==> src/rtl/act_lut_residency.sv <==
module act_lut_residency #(
  parameter int NUM_SETS     = 21,
  parameter int IDX_W        = 8,
  parameter int BUNDLE_BYTES = 64
) (
  input  logic                      clk,
  input  logic                      rst_n,
  input  logic                      in_valid,
  output logic                      in_ready,
  input  logic [BUNDLE_BYTES*8-1:0] in_bundle,
  output logic                      out_valid,
  input  logic                      out_ready,
  output logic [IDX_W-1:0]          out_set,
  output logic [IDX_W-1:0]          out_func,
  output logic [IDX_W-1:0]          cur_set,
  output logic                      err_hdr,
  output logic                      err_opcode,
  output logic                      err_malformed,
  output logic                      err_range,
  output logic                      err_notable
);
  localparam int BW      = BUNDLE_BYTES * 8;
  localparam int SEL_LSB = 8 * 35;
  localparam logic [7:0] OP_ACT  = 8'h21;
  localparam logic [7:0] OP_LOAD = 8'h23;
  localparam logic [7:0] WLEN    = 8'(BUNDLE_BYTES / 4);
  localparam logic [IDX_W-1:0] NONE = '1;
  localparam logic [IDX_W:0]   NSETS = (IDX_W+1)'(NUM_SETS);
  localparam logic [BW-1:0] HDR_MASK = BW'(32'hFFFF_FFFF);
  localparam logic [BW-1:0] SEL_MASK = BW'({IDX_W{1'b1}}) << SEL_LSB;

  logic [7:0]       opcode;
  logic [IDX_W-1:0] sel;
  logic acc, hdr_ok, is_load, is_act, pad_nz, in_rng;
  logic do_load, do_act;

  assign in_ready = !out_valid || out_ready;
  assign acc      = in_valid && in_ready;
  assign opcode   = in_bundle[7:0];
  assign sel      = in_bundle[SEL_LSB +: IDX_W];
  assign hdr_ok   = (in_bundle[15:8] == WLEN) && (in_bundle[31:16] == 16'h0);
  assign is_load  = (opcode == OP_LOAD);
  assign is_act   = (opcode == OP_ACT);
  assign pad_nz   = |(in_bundle & ~(HDR_MASK | SEL_MASK));
  assign in_rng   = {1'b0, sel} < NSETS;
  assign do_load  = acc && is_load && hdr_ok && !pad_nz && in_rng;
  assign do_act   = acc && is_act && hdr_ok && (cur_set != NONE);

  always_ff @(posedge clk) begin
    if (!rst_n) begin
      cur_set       <= NONE;
      out_valid     <= 1'b0;
      out_set       <= '0;
      out_func      <= '0;
      err_hdr       <= 1'b0;
      err_opcode    <= 1'b0;
      err_malformed <= 1'b0;
      err_range     <= 1'b0;
      err_notable   <= 1'b0;
    end else begin
      if (do_load) cur_set <= sel;
      if (do_act) begin
        out_valid <= 1'b1;
        out_set   <= cur_set;
        out_func  <= sel;
      end else if (out_ready) begin
        out_valid <= 1'b0;
      end
      err_hdr       <= acc && (is_load || is_act) && !hdr_ok;
      err_opcode    <= acc && !is_load && !is_act;
      err_malformed <= acc && is_load && hdr_ok && pad_nz;
      err_range     <= acc && is_load && hdr_ok && !pad_nz && !in_rng;
      err_notable   <= acc && is_act && hdr_ok && (cur_set == NONE);
    end
  end


  resident_legal_chk: assert property (@(posedge clk) disable iff (!rst_n)
    (cur_set == NONE) || ({1'b0, cur_set} < NSETS));


  no_sentinel_req_chk: assert property (@(posedge clk) disable iff (!rst_n)
    out_valid |-> (out_set != NONE));


  hold_under_stall_chk: assert property (@(posedge clk) disable iff (!rst_n)
    (out_valid && !out_ready) |=> (out_valid && $stable(out_set) && $stable(out_func)));


  single_err_chk: assert property (@(posedge clk) disable iff (!rst_n)
    $onehot0({err_hdr, err_opcode, err_malformed, err_range, err_notable}));


  err_needs_accept_chk: assert property (@(posedge clk) disable iff (!rst_n)
    !acc |=> !(err_hdr || err_opcode || err_malformed || err_range || err_notable));


  pseudo_no_effect_chk: assert property (@(posedge clk) disable iff (!rst_n)
    (acc && opcode == 8'hC6) |=> ($stable(cur_set) && err_opcode));
endmodule

==> config.mk <==
export PLATFORM = sky130hd
export DESIGN_NAME = act_lut_residency
export DESIGN_NICKNAME = d
export VERILOG_FILES = /design/src/rtl/act_lut_residency.sv
export SDC_FILE = /design/constraint.sdc
export NUM_CORES = 1
export LEC_CHECK = 0
export BUFFER_PORTS_ARGS = -buffer_cell sky130_fd_sc_hd__buf_2
export CAP_MARGIN = 15
export CORE_AREA = 4 4 209 211
export DETAILED_ROUTE_END_ITERATION = 10
export DIE_AREA = 0 0 213 215
export SETUP_SLACK_MARGIN = 0.05
export SYNTH_ARGS = -nofsm -noshare
export SYNTH_HDL_FRONTEND = slang
export SYNTH_SLANG_ARGS = --single-unit
export TNS_END_PERCENT = 1
==> constraint.sdc <==
create_clock -name clk -period 2.2 [get_ports clk]
set_input_delay 0.22 -clock clk [delete_from_list [all_inputs] [get_ports clk]]
set_output_delay 0.22 -clock clk [all_outputs]
set_load 0.01 [all_outputs]
==> results.md <==
Layout:
- The post-route netlist has 69.45% of its cells at a drive strength greater than 1.
- At the end of the flow the core is filled with cells to 14.53%.
- The area growth from synthesis to layout is 174.1%.
- At the end of the flow, the number of nets in the layout was 1,376.
- With fillers left out, the area of the finished cells amounts to 6070 sq um.

Power and ir drop:
- The static power due to leakage is 3.002 nW.
- Power spread over the standard cell area amounts to 302.7 nW/um^2.
- IR analysis of the VDD net gives a maximum drop of 0.2581 mV.
- The total power of the final layout is 1.837 mW.

Logic synthesis:
- The portion of netlist area occupied by mux cells is 4.972%.
- The mean instance size in the synthesized netlist is 7.663 sq um.
- After Yosys synthesis, XOR and XNOR cells account for 0% of the synthesized area.
- Counting every net in the synthesized netlist gives 805.
- The cell count after synthesis is 289.
- By instance count, the leading cell after synthesis is nor4_1.
- The number of enable-type register cells in the synthesized netlist is 0.
- The number of warnings reported in the yosys synthesis log is 0.
- The post-synthesis instance area is 2215 sq um.
- By area the synthesized netlist is led by nor4_1, dfxtp_1, nand4_1.
- The most instantiated flip-flop cell in the synthesis netlist is dfxtp_1.
- The biggest area contributor in the post-synthesis netlist is nor4_1.
- Counting instances in the post-synthesis netlist gives the leading cell types as nor4_1, nand4_1, dfxtp_1, nor2b_1, inv_1.
- The adder-cell area share of the yosys netlist is 0%.
- Summing the areas of all compound-gate instances in the mapped netlist gives 5.593% of the synthesized area.
- The area share of and/or/nand/nor cells after synthesis is 57.85%.
- Summing the sequential cell areas from Yosys gives 27.12% of the chip area.
- The synthesized flop and latch total is 30.
- The number of unique standard cell types used by synthesis is 28.
- In the synthesized netlist the async set-or-reset flop fraction comes to 0%.
- The combinational family with the most area after synthesis is simple AND/OR/NAND/NOR gates.
- The area share of the largest cell type after synthesis is 37.01%.

GRT:
- The number of global-route vias before repair is 5,375.
- The number of antenna violations at the first check in global routing is 6.
- The total overflow left after global routing is 0.
- The first global-routing pass estimated 29,630 microns of wire.
- The pin count of the biggest net entering global routing is 30.
- The all-layer global routing usage is 8.388%.

STA:
- The slew of the pin with the lowest slew margin is 461.6 ps.
- Headroom to the max-slew limit came out at 69.23%.
- The number of failing hold endpoints at the final stage came to 0.
- The number of pins exceeding their max-slew limit in the final report is 0.
- The total of endpoints with negative setup slack in the final report is 0.
- The clock skew is 3.515 ps.
- The maximum frequency from static timing analysis is 0.5030 GHz.
- Setup repair after global routing could not meet its margin everywhere.
- The worst path needs 1988 ps of the cycle, external delays included.
- The share of the cycle needed by the critical path after routing is 90.37%.
- The smallest hold slack is 197.1 ps.

Status:
- The flow ran to the end, and the final reports show no timing, DRC or antenna violations.

Critical path:
- The arrival time reported for the critical path endpoint is 2150 ps.
- Among cell families on the critical path, the largest total delay comes from simple AND/OR/NAND/NOR gates.
- The largest stage delay on the critical path is 490 ps.
- The slowest library cell on the worst path is or4_1.
- The startpoint class of the critical path is a primary input.
- The critical path is of the primary input to register type.
- The data required time at the worst endpoint is 2370 ps.
- The sort of element at the end of the critical path is a register.
- Walking the worst path, the cells encountered are buf_2 > nor4bb_1 > nand4_1 > or4_1 > or2_1 > buf_4 > mux2i_1 > nor2b_1.
- The number of buffers and inverters on the critical path is 2.
- The largest driver fanout on the critical path is 9.

Drt:
- The detail-routed via count per cell is 3.584.
- Wires add up to 21,520 microns.
- Across all layers, the routed design uses 5,035 vias.
- The average wire per standard cell is 15.32 microns.
- The DRC violation count after routing is 0.
- The count of nets left with antenna violations once routing finished came out at 0.
- The first routing iteration left 338 violations.
- The first TritonRoute pass finished after 4 iterations.

Place:
- The detailed-placement wirelength estimate is 20,040 microns.
- The total of buffers placed on input and output ports is 546.
- The placer congestion estimate is 1.046.
- The cell area after placement is 5783 sq um.

Die:
- The initial utilization of the core area, before any placement, comes to 5.303%.
- The number of I/O pins is 547.
- The overall die height is 215 microns.
- The core area is 41,760 sq um.
- The initialized floorplan defines 75 standard-cell rows.
- The floorplan die area is 45,800 sq um.
- The overall die width is 213 microns.

Clocking:
- The TritonCTS clock tree is built.
- The longest clock path from root to sink contains 2 buffers.
- The clock reaches the later pin of the worst-skew pair after 270 ps.
- The number of levels the H-tree was split into is 2.
- The tree is rooted in a clkbuf_16.
- The clock transition time at the flip-flop clock pins of the worst setup and hold paths is 50 ps.
- The tree built by TritonCTS fans out to 30 sinks.
- Counting the buffers created by CTS gives 5.

Hold path:
- The worst hold path belongs to the class primary input to register.

Flow run:
- Max-cap violations in this run came to 0.
## final cells by class
class | count | area (sq um)
antenna | 5 | 12.51
timing repair buffer | 573 | 2948
inverter | 12 | 45.04
clock buffer | 6 | 138.9
sequential | 30 | 600.6
clock inverter | 2 | 12.51
multi-input combinational | 238 | 1638
tap | 539 | 674.4
fill | 4795 | 35690
## metal layers
layer,up-vias,GRT usage [%],wire length [microns]
li1,2398,-,-
met1,2282,10.80,8722
met2,325,14.78,10510
met3,26,1.371,1910
met4,4,1.610,350
met5,-,0,27
## registers in the layout, summed over array words and instances, names as in the netlist
name / count
out_valid: 1
err_notable: 1
err_range: 1
out_set: 8
err_hdr: 1
err_malformed: 1
cur_set: 8
out_func: 8
err_opcode: 1
## metrics by stage
| stage | cells | setup WS [ps] | TNS (ps) |
|---|---|---|---|
| final | 1405 | 211.8 | 0 |
| after global routing | 1403 | 19.57 | 0 |
| after CTS | 1400 | 52.83 | 0 |
| after detailed placement | 1392 | -972.0 | -10080 |
| after global placement | 1392 | -909.5 | -8930 |
| after floorplan | 289 | 152.6 | 0 |
## path summary, 6_finish.rpt
path	to	slack, ps	start	cells past startpoint
worst max-delay path	out_set[1]	210	in_bundle[7]	8
worst min-delay path	err_opcode	200	in_valid	3
worst max register to register	out_set[1]	250	out_valid	7
worst min register to register	out_set[7]	440	out_set[7]	2
## power by group
part           switching, mW  total [mW]  internal, mW  leakage, nW
clock                  0.262       0.710         0.448       0.0729
combinational          0.218       0.582         0.365         2.69
sequential          0.000216       0.545         0.544        0.242
## placed cells by master (no fill, tap or decap), drive strengths merged, types with 2 or more instances in the layout
master / instances
nor2: 4
clkbuf: 6
o21ai: 7
and4: 2
mux2i: 11
nand2: 4
inv: 12
dfxtp: 30
diode: 5
nand2b: 2
buf: 573
nand4: 38
nor4: 131
nor2b: 13
nor4bb: 2
o211ai: 5
nor3: 3
a21oi: 7
## tightest hold or removal path: stages
cell and delay [ps]:
buf_2 100, nand3_1 60, a21oi_1 40
## logic make-up after synthesis
logic type	count (synthesis)
flops	30
buf+inv	21
simple gates	206
mux	11
compound gates	21
## repair_timing
action	4_1_cts	5_1_grt
endpoints found under the setup margin	10	10
pin swaps	1	0
resized for setup	15	7
endpoints found under the hold margin	0	0
cloned	0	0
hold buffers	0	0
buffers inserted	0	0
No activity file was read; power rests on OpenSTA's default activity.
